## config.mk

```make
export PLATFORM = sky130hd
export DESIGN_NAME = capture_unit
export DESIGN_NICKNAME = d
export VERILOG_FILES = /design/src/rtl/cap_pkg.sv /design/src/rtl/cap_ctrl.sv /design/src/rtl/cap_data.sv /design/src/rtl/capture_unit.sv
export SDC_FILE = /design/constraint.sdc
export NUM_CORES = 1
export LEC_CHECK = 0
export CORE_UTILIZATION = 39
export CTS_CLUSTER_DIAMETER = 120
export DETAILED_ROUTE_END_ITERATION = 10
export PLACE_DENSITY = 0.84
export SKIP_CTS_REPAIR_TIMING = 1
export SLEW_MARGIN = 5
export SYNTH_ARGS = -nofsm -noshare
export SYNTH_HDL_FRONTEND = slang
export SYNTH_HIERARCHICAL = 1
export SYNTH_SLANG_ARGS = --single-unit
export TNS_END_PERCENT = 1
```

## constraint.sdc

```tcl
create_clock -name clk -period 3.1 [get_ports clk]
set_input_delay 0.62 -clock clk [delete_from_list [all_inputs] [get_ports clk]]
set_output_delay 0.62 -clock clk [all_outputs]
set_load 0.005 [all_outputs]
```

## src/rtl/cap_pkg.sv

```systemverilog
package cap_pkg;
  typedef struct packed {
    logic load;
    logic setFlag;
    logic clrFlag;
  } capStrobes_t;
endpackage

```

## src/rtl/cap_ctrl.sv

```systemverilog
module cap_ctrl
  import cap_pkg::*;
#(
  parameter int SYNC_STAGES = 2
) (
  input  logic        clk,
  input  logic        rstN,
  input  logic        capPin,
  input  logic        edgeRising,
  input  logic        topIsCapture,
  input  logic        clrWr,
  input  logic        clrData,
  output capStrobes_t strb
);
  localparam int LAST = SYNC_STAGES - 1;

  logic [SYNC_STAGES-1:0] syncQ;
  logic prevLevel;
  logic syncLevel;
  logic riseSeen;
  logic fallSeen;
  logic edgeHit;

  // synchroniser chain: stage 0 samples the pin, each later stage follows
  always_ff @(posedge clk or negedge rstN) begin
    if (!rstN) syncQ[0] <= 1'b0;
    else       syncQ[0] <= capPin;
  end

  for (genvar s = 1; s < SYNC_STAGES; s++) begin : gSync
    always_ff @(posedge clk or negedge rstN) begin
      if (!rstN) syncQ[s] <= 1'b0;
      else       syncQ[s] <= syncQ[s-1];
    end
  end

  assign syncLevel = syncQ[LAST];

  // previous level tracks always, so edges during suppression are consumed
  always_ff @(posedge clk or negedge rstN) begin
    if (!rstN) prevLevel <= 1'b0;
    else       prevLevel <= syncLevel;
  end

  assign riseSeen = syncLevel & ~prevLevel;
  assign fallSeen = ~syncLevel & prevLevel;
  assign edgeHit  = edgeRising ? riseSeen : fallSeen;

  always_comb begin
    strb.load    = edgeHit & ~topIsCapture;
    strb.setFlag = edgeHit & ~topIsCapture;
    strb.clrFlag = clrWr & clrData;
  end
endmodule

```

## src/rtl/cap_data.sv

```systemverilog
module cap_data
  import cap_pkg::*;
#(
  parameter int CNT_W = 16
) (
  input  logic             clk,
  input  logic             rstN,
  input  logic [CNT_W-1:0] count,
  input  capStrobes_t      strb,
  output logic [CNT_W-1:0] capValue,
  output logic             capFlag
);
  always_ff @(posedge clk or negedge rstN) begin
    if (!rstN)          capValue <= '0;
    else if (strb.load) capValue <= count;
  end

  // a capture outranks a clearing write on the same edge
  always_ff @(posedge clk or negedge rstN) begin
    if (!rstN)             capFlag <= 1'b0;
    else if (strb.setFlag) capFlag <= 1'b1;
    else if (strb.clrFlag) capFlag <= 1'b0;
  end
endmodule

```

## src/rtl/capture_unit.sv

```systemverilog
module capture_unit
  import cap_pkg::*;
#(
  parameter int CNT_W       = 16,
  parameter int SYNC_STAGES = 2
) (
  input  logic             clk,
  input  logic             rstN,
  input  logic             capPin,
  input  logic [CNT_W-1:0] count,
  input  logic             edgeRising,
  input  logic             topIsCapture,
  input  logic             clrWr,
  input  logic             clrData,
  output logic [CNT_W-1:0] capValue,
  output logic [7:0]       capLo,
  output logic [CNT_W-9:0] capHi,
  output logic             capFlag
);
  capStrobes_t strb;

  cap_ctrl #(.SYNC_STAGES(SYNC_STAGES)) uCtrl (
    .clk(clk), .rstN(rstN), .capPin(capPin), .edgeRising(edgeRising),
    .topIsCapture(topIsCapture), .clrWr(clrWr), .clrData(clrData), .strb(strb)
  );

  cap_data #(.CNT_W(CNT_W)) uData (
    .clk(clk), .rstN(rstN), .count(count), .strb(strb),
    .capValue(capValue), .capFlag(capFlag)
  );

  assign capLo = capValue[7:0];
  assign capHi = capValue[CNT_W-1:8];
endmodule

```

# Word-level counts from Yosys, hierarchy flattened
# Cells that the tools add are included.
dict set report totals {
  register_bits 20
  latch_bits 0
  ramBits 0
  rom_bits 0
  input_bits 23
  out_inout_bits 33
  wordCells 16
  memories 0
}
dict set report op_classes {
  addsub 0
  n_mul 0
  div_mod_pow 0
  n_lt_le_gt_ge 0
  eq_ne 0
  n_shift 0
  muxes 3
  bitwise_logic 7
  reduce_logical 1
}
# operator count
set ops {}
lappend ops {{$and A1 B1 Y1} 4}
lappend ops {{$mux W1} 3}
lappend ops {{$not A1 Y1} 3}
lappend ops {{$reduce_bool A2 Y1} 1}

# Longest topological paths before layout
# Gate-level depths: netlist of run 1.
dict set report logic_depth {
  ltp_word 5
  mapped_depth 6
  ltp_nobuf 3
}

# Hierarchy
# Netlist of run 1, hierarchy kept.
# module instances cells_each area_each_um2 seq_area_each_um2
set by_module_without_submodules {}
lappend by_module_without_submodules {cap_data 1 37 685.7 425.4}
lappend by_module_without_submodules {capture_unit 1 16 120.1 0.0}
lappend by_module_without_submodules {cap_ctrl 1 8 110.1 75.1}

# Least setup slack after synthesis of run 1
# OpenSTA, ideal clock, no wires.
dict set report synth_path {
  kind {in2reg}
  startpoint {input port edgeRising}
  endpoint {register uData.capValue[10]}
  setup_ps 125
  arrival_ps 1819
  required_ps 2975
  slack_ps 1156
  stages 6
  path_buffers 3
  cell_sequence {or3b_1 -> a21oi_1 -> buf_4 -> buf_6 -> buf_12 -> mux2_4}
}
# item line_no
set synth_rtl {}
lappend synth_rtl {{start: declaration} capture_unit.sv:11} ;# input logic edgeRising,
lappend synth_rtl {{end signal: assignment} cap_data.sv:15} ;# else if (strb.load) capValue <= count;
lappend synth_rtl {{end: declaration} cap_data.sv:10} ;# output logic [CNT_W-1:0] capValue,

==> results.md, run 1 <==
- Status: completed
- Cell count after synthesis: 61
- Worst Path Class, Setup: primary input to flop
- Leakage: between 0.0005 and 0.0006 uW
- Largest net degree at the start of global routing: 21
- Leading area contributor after synthesis: dfrtp_1
- CTS Root Cell: clkbuf_4
- Worst reg2reg startpoint: uCtrl/syncLevel
- Gr ovfl total: 0
- Final layout net count: 126
- DRC viols: 0
- Crit. End Element: flop
- Max Slew Vio Count: 0
- Routed vias/inst: 4.40
- Slew headroom: a little over two fifths
- Kind of path behind the tightest hold check: flop to flop
- R2R depth: 4
- Synth-to-Final Area Change: 50.3%
- Fin crit period: 2240 ps
- Hold Path End: uCtrl/syncLevel
- #FFs+latches synth: 20
- Port bufs: 55
- ANT nets after route: 0
- Register area: 500 um^2
- Most common cell after layout, fill and taps aside: clkdlybuf4s50_1
- Via count: approximately 570
- CTS Buf Count: 3
- Crit-path max FO: 11
- TNS Setup: 0 ps
- Starting Density: between 40% and 50%
- Syn nets: between 80 and 90
- Peak supply drop: 0.294 mV
- Sink Count: 20
- PD cells: 564 nW/um^2
- Later-pin clock latency in the skew report: a little under 300 ps
- CP arrival: 2430 ps
- Initial antenna violation count: 0
- Initial drt markers: 1
- Commonest cells after routing, fill and taps aside: clkdlybuf4s50_1, dfrtp_1, mux2_4
- Achievable frequency: 0.446 GHz
- DR pass1 iterations: 3
- Setup violators final: 0
- Global-route total usage across every layer: 14.7%
- Worst hold stages: 0
- R2r setup slk: 1220 ps
- Worst r2r dst: uData/capValue[5]
- Reg clk slew, reported paths: ~100 ps
- Worst setup SP type: primary input
- H-tree depth: 1
- Placer congestion estimate: 0.612
- Hold Path Origin: uCtrl/syncQ[0]
- First-pass GRT wire length: 2.68 mm
- Sequential area share after synthesis: between 50% and 60%
- Yosys top cell area share: 54.6%
- Mapped Area: 916 um^2
- Drt total wl: 1.65 mm
- Fin crit share: between 70% and 80%
- Utilization after layout: 62.2%
- Hpwl dp: 1.29 mm
- Synth top area cells: dfrtp_1, mux2_4, buf_4, mux2_2, buf_12
- Die extent in y: 50.5 um
- Fin Hold WS: ~360 ps
- Antenna Cells: 0
- Clock Tree Buf Depth: 2
- Io pins: 56
- Die Wd: approximately 50 um
- Core Area: 2210 um^2
- Share of layout cells above drive strength 1: 20.8%
- Multi-input logic area: 256 um^2
- Synth warn: 6
- FP Rows: 17
- Final hold violation count: 0
- Worst Max-Slew Pin Slew: around 850 ps
- Die area: approximately 2500 um^2
- Worst Path Required: 3280 ps
- CTS tree: yes
- Max-cap violations: 0
- # fillers: 190
- Vias in the first global route: 643
- Unrepaired setup endpoints after global routing: no
- Avg Inst Size Synth: 15.0 um^2
- Setup Skew: 1.62 ps
- WL per Instance: 12.8 um
- Synth unique cells: 12
[report_power, final]
part,internal (uW),switching (uW)
combinational,237,73.0
sequential,312,40.2
clock,45.2,69.6
total,594,183
[Yosys cell counts]
cell type,count
and2_1,1
nand3b_1,1
dfrtp_1,20
mux2_2,6
buf_12,1
buf_4,17
a21oi_1,1
or3b_1,1
a21o_1,1
mux2_4,10
inv_1,1
buf_6,1
[flip-flops by register name, indices dropped and copies added, names as in the netlist]
signal and count:
uCtrl/syncQ 1, uData/capValue 16, uData/capFlag 1, uCtrl/syncLevel 1, uCtrl/prevLevel 1
[routing by layer]
layer | wire length, um | vias up | track usage [%]
met4 | 27 | 0 | 8.33
met5 | 0 | - | 0
li1 | - | 264 | -
met2 | 785 | 37 | 24.4
met3 | 162 | 4 | 5.15
met1 | 677 | 263 | 16.2
[through the flow]
step / instances / total power, uW / worst slack, ps / instance area [um^2]
after global routing: 129 / 823 / 791 / 1380
after floorplan: 61 / 501 / 1160 / 916
after detailed placement: 126 / 670 / 528 / 1350
after CTS: 129 / 791 / 846 / 1380
after global placement: 126 / 662 / 568 / 1350
final: 129 / 777 / 856 / 1380
[critical path, stage by stage]
cell and delay, ps:
clkdlybuf4s50_1 410, or3b_1 400, a21oi_2 360, buf_4 310, mux2_4 320
[final cells by class]
cell class / count / area share (%)
Clock buffer: 3 / 1.64
Timing Repair Buffer: 56 / 40.5
Tap cell: 28 / 2.55
Multi-Input combinational cell: 21 / 18.6
Sequential cell: 20 / 36.4
Inverter: 1 / 0.273
[how the worst max path moves through the flow]
stage	start	to	slack, ps	cells after the start
floorplan	edgeRising	uData/capValue[10]	1160	6
global placement	edgeRising	uData/capValue[11]	570	5
detailed placement	edgeRising	uData/capValue[5]	530	5
CTS	edgeRising	uData/capValue[6]	850	5
global route	edgeRising	uData/capValue[5]	790	5
finish	edgeRising	uData/capValue[5]	860	5
[cell families after synthesis]
kind of cell / count (synthesis) / synth area share [%]
DFF: 20 / 54.6
buffers and inverters: 20 / 17.8
muxes: 16 / 23.8
and+or+nand+nor: 3 / 2.46
AOI/OAI and AO/OA: 2 / 1.37
Power figures use the tool's default switching activity.
==> inputs of run 2 (changes only) <==
--- a/config.mk
+++ b/config.mk
@@ -5,10 +5,10 @@
 export SDC_FILE = /design/constraint.sdc
 export NUM_CORES = 1
 export LEC_CHECK = 0
-export CORE_UTILIZATION = 39
+export CORE_UTILIZATION = 36
 export CTS_CLUSTER_DIAMETER = 120
 export DETAILED_ROUTE_END_ITERATION = 10
-export PLACE_DENSITY = 0.84
+export PLACE_DENSITY = 0.78
 export SKIP_CTS_REPAIR_TIMING = 1
 export SLEW_MARGIN = 5
 export SYNTH_ARGS = -nofsm -noshare
==> constraint.sdc (replaced) <==
create_clock -name clk -period 2.24 [get_ports clk]
set_input_delay 0.448 -clock clk [delete_from_list [all_inputs] [get_ports clk]]
set_output_delay 0.448 -clock clk [all_outputs]
set_load 0.005 [all_outputs]
==> run 2 against run 1 <==
  * Total power grew 55%
  * Combinational power grew 39%
  * Non-clock buffer count grew 2
==> results.md, run 2 (same netlist as run 1, synthesis figures left out) <==
- Global-route total usage across every layer: about 14%
- First-pass GRT wire length: around 2.6 mm
- Share of layout cells above drive strength 1: 23.1%
- Gate power share: 35.8%
- Reg clk slew, reported paths: 120 ps
- Gr ovfl total: 0
- Worst Path Class, Setup: primary input to flop
- Worst setup SP type: primary input
- Flop pwr share: 40.3%
- Synth-to-Final Area Change: 55.2%
- Achievable frequency: ~0.55 GHz
- Largest net degree at the start of global routing: 21
- H-tree depth: 1
- Leakage: about 0.00061 uW
- Worst Path Required: 2430 ps
- Top reg by flops: uData/capValue
- Sink Count: 20
- Power Internal: 942 uW
- DR pass1 iterations: 4
- TNS Setup: 0 ps
- CP arrival: 2010 ps
- Initial antenna violation count: 0
- Starting Density: 39.9%
- CP Buf/Inv Count: 2
- Status: completed
- Slew headroom: 83.4%
- Max-cap violations: 0
- Drt total wl: 1.70 mm
- Antenna Cells: 0
- Io pins: 56
- WL per Instance: between 10 and 15 um
- Routed vias/inst: 4.47
- Die extent in y: 52.4 um
- Crit-path max FO: 9
- CTS tree: yes
- Initial drt markers: 2
- Via count: just under 600
- Setup Skew: 9.23 ps
- FP Rows: 17
- Die area: approximately 2700 um^2
- Worst Max-Slew Pin Slew: 250 ps
- Setup violators final: 0
- Commonest cells after routing, fill and taps aside: clkdlybuf4s50_1, dfrtp_1, mux2_4
- Crit path max-delay cell type: clkdlybuf4s50_1
- Clock Tree Buf Depth: 2
- Final layout net count: 128
- DRC viols: 0
- Net Sw Frac: between 20% and 30%
- CTS Root Cell: clkbuf_4
- PD cells: 846 nW/um^2
- CP peak stage delay: about 420 ps
- Most common cell after layout, fill and taps aside: clkdlybuf4s50_1
- Hpwl dp: 1.29 mm
- CP delay by family, top: buffers and inverters
- Crit. End Element: flop
- Sw Pwr: 260 uW
- CTS Buf Count: 3
- Worst-path cell chain: clkdlybuf4s50_1, or3b_1, a21oi_2, buf_4, mux2_2
- ANT nets after route: 0
- Fin crit period: 1820 ps
- Placer congestion estimate: 0.619
- Clock power share: 23.9%
- Core Area: roughly 2300 um^2
- Die Wd: 52.4 um
- Peak supply drop: 0.524 mV
- Kind of path behind the tightest hold check: flop to flop
- Max FFs per register: 16
- Total power: 1200 uW
- Vias in the first global route: 561
- Final hold violation count: 0
- Max Slew Vio Count: 0
- Later-pin clock latency in the skew report: a little under 300 ps
- Port bufs: 55
- Fin crit share: a little over 80%
- Unrepaired setup endpoints after global routing: no
run 2: metal layers:
metal	global-route usage (%)	vias to the layer above	wire (um)
met1	16.6	283	697
met3	3.48	2	164
met4	7.89	0	16
met5	0	-	0
li1	-	273	-
met2	22.2	32	820
run 2: through the flow:
stage	instances	area, um^2	hold slack, ps	worst slack (ps)	util, %
2_1_floorplan	61	916	152	468	-
3_3_place_gp	128	1370	335	158	59.6
3_5_place_dp	128	1370	337	123	59.6
4_1_cts	132	1420	365	440	61.9
5_1_grt	132	1420	386	393	61.9
6_report	132	1420	360	425	61.9
run 2: path summary, 6_finish.rpt:
kind,start,endpoint,slack [ps],depth (start not counted)
worst min register to register,uCtrl/syncQ[0],uCtrl/syncLevel,360,0
worst min-delay path,uCtrl/syncQ[0],uCtrl/syncLevel,360,0
min in group asynchronous,rstN,uData/capFlag,470,2
worst max-delay path,edgeRising,uData/capValue[0],420,5
max in group asynchronous,rstN,uData/capValue[13],1550,2
worst max register to register,uCtrl/syncLevel,uData/capValue[0],610,4
run 2: area by class of cell:
| cell class | instances | area, um^2 |
|---|---|---|
| Clock buffer | 3 | 22.5 |
| Fill cell | 189 | 876 |
| Clock inverter | 1 | 30.0 |
| Tap cell | 28 | 35.0 |
| Timing Repair Buffer | 58 | 573 |
| Sequential cell | 20 | 500 |
| Multi-Input combinational cell | 21 | 256 |
| Inverter | 1 | 3.75 |
run 2: power by group through the flow:
| stage | clock network, uW | registers [uW] | logic (uW) |
|---|---|---|---|
| after global placement | 0 | 488 | 428 |
| after detailed placement | 0 | 493 | 434 |
| after floorplan | 0 | 493 | 200 |
| after CTS | 302 | 486 | 436 |
| final | 287 | 485 | 430 |
| after global routing | 314 | 496 | 462 |
==> inputs of run 3 (changes only) <==
--- a/config.mk
+++ b/config.mk
@@ -5,10 +5,10 @@
 export SDC_FILE = /design/constraint.sdc
 export NUM_CORES = 1
 export LEC_CHECK = 0
-export CORE_UTILIZATION = 36
+export CORE_UTILIZATION = 33
 export CTS_CLUSTER_DIAMETER = 120
 export DETAILED_ROUTE_END_ITERATION = 10
-export PLACE_DENSITY = 0.78
+export PLACE_DENSITY = 0.76
 export SKIP_CTS_REPAIR_TIMING = 1
 export SLEW_MARGIN = 5
 export SYNTH_ARGS = -nofsm -noshare
==> constraint.sdc (replaced) <==
create_clock -name clk -period 1.5 [get_ports clk]
set_input_delay 0.3 -clock clk [delete_from_list [all_inputs] [get_ports clk]]
set_output_delay 0.3 -clock clk [all_outputs]
set_load 0.005 [all_outputs]
==> run 3 against run 2 <==
  * The flow now finishes with violations (setup timing)
  * Clock skew shrank 6.4 ps
  * Sequential share of layout area shrank 2.5 points
  * Register-to-register slack lost 750 ps
  * Via count grew 0.85%
  * Critical path type is now flop to flop
  * Largest cell class unchanged
  * Largest power group unchanged
==> results.md, run 3 (same netlist as run 1, synthesis figures left out) <==
- CP arrival: 1810 ps
- Global-route total usage across every layer: 13.3%
- Failing checks: setup timing
- Worst Path Required: 1680 ps
- Antenna Cells: 0
- Peak supply drop: 0.578 mV
- Starting Density: between 30% and 40%
- CTS Buf Count: 3
- Synth-to-Final Area Change: 67.2%
- ANT nets after route: 0
- Status: complete, but fails checks
- Commonest cells after routing, fill and taps aside: dlymetal6s2s_1, clkdlybuf4s50_1, dfrtp_1
- Setup Skew: 2.87 ps
- Die Wd: 54.7 um
- Setup violators final: 16
- Final worst slack: -138 ps
- Max FFs per register: 16
- Via count: 595
- Worst Max-Slew Pin Slew: around 250 ps
- R2R depth: 4
- Crit. End Element: flop
- Design Area, Final: 1530 um^2
- Later-pin clock latency in the skew report: 280 ps
- Crit-path max FO: 7
- PD cells: 1030 nW/um^2
- Initial antenna violation count: 0
- Clock Tree Buf Depth: 2
- DR pass1 iterations: 1
- Die area: 2990 um^2
- Vias in the first global route: 602
- TNS Setup: -1980 ps
- FP Rows: 18
- Dpl cells: 131
- Core Area: 2540 um^2
- Leakage: roughly 0.00095 uW
- Drt total wl: 1.91 mm
- Port bufs: 55
- Worst setup SP type: flop
- Io pins: 56
- CTS Root Cell: clkbuf_4
- Die extent in y: 54.7 um
- Fin cells: about 140
- Hpwl dp: 1.38 mm
- Final hold violation count: 0
- Initial drt markers: 0
- Fin crit period: 1640 ps
- Placed Area: 1380 um^2
- Kind of path behind the tightest hold check: primary input to async pin
- Largest net degree at the start of global routing: 21
- Gr ovfl total: 0
- Share of layout cells above drive strength 1: 24.8%
- CTS tree: yes
- WL per Instance: 14.2 um
- Achievable frequency: 0.610 GHz
- Most common cell after layout, fill and taps aside: dlymetal6s2s_1
- Final layout net count: 130
- Fin crit share: 109%
- First-pass GRT wire length: approximately 2.7 mm
- # fillers: 204
- DRC viols: 0
- H-tree depth: 1
- Reg clk slew, reported paths: roughly 100 ps
- Sink Count: 20
- Placer congestion estimate: 0.599
- Unrepaired setup endpoints after global routing: yes
- Max-cap violations: 0
- Top reg by flops: uData/capValue
- Worst Path Class, Setup: flop to flop
- Total power: 1580 uW
- Max Slew Vio Count: 0
- Slew headroom: 83.4%
- Post-Place Worst Slack: -495 ps
- Routed vias/inst: 4.41
run 3: changes by cell type in the layout (fill, tap and decap cells not counted):
cell,change
dlymetal6s2s_1,+33
buf_6,+2
bufinv_16,-1
or3b_1,-1
mux2_2,-6
mux2_4,+6
or3b_4,+1
a21oi_4,+1
a21oi_2,-1
clkdlybuf4s50_1,-33
run 3: stage by stage:
stage / hold WS [ps] / util (%)
2_1_floorplan: 4.41 / -
3_3_place_gp: 336 / 54.2
3_5_place_dp: 337 / 54.2
4_1_cts: 333 / 55.1
5_1_grt: 358 / 60.2
6_report: 336 / 60.2
run 3: final timing paths:
kind / startpoint / end / slack (ps)
max reg2reg: uCtrl/syncLevel / uData/capValue[1] / -140
max in group asynchronous: rstN / uCtrl/syncQ[0] / 960
min reg2reg: uCtrl/syncQ[0] / uCtrl/syncLevel / 360
max: uCtrl/syncLevel / uData/capValue[1] / -140
min in group clk: uCtrl/syncQ[0] / uCtrl/syncLevel / 360
min: rstN / uData/capValue[13] / 340
run 3: report_power, final:
group          internal, uW  leakage, uW  switching (uW)
clock network          93.1    0.0000138             142
registers               645     0.000237            76.9
logic                   460     0.000699             160
run 3: cell type report:
| cell class | instances | area [um^2] | area share, % |
|---|---|---|---|
| timing repair buffer | 60 | 678 | 44.3 |
| sequential | 20 | 500 | 32.7 |
| multi-input combinational | 21 | 289 | 18.9 |
| tap | 30 | 37.5 | 2.45 |
| clock buffer | 3 | 22.5 | 1.47 |
| inverter | 1 | 3.75 | 0.245 |
run 3: metal layers:
layer  GRT usage (%)  share of wire, %
met1            17.7                40
met2            20.9                51
met3            3.06               9.3
met4            5.13                 0
met5               0                 0
run 3: worst max-delay path, cell delays in order, from the launching register on:
cell	delay, ps
dfrtp_1	400
or3b_4	420
a21oi_4	220
buf_6	180
mux2_4	310
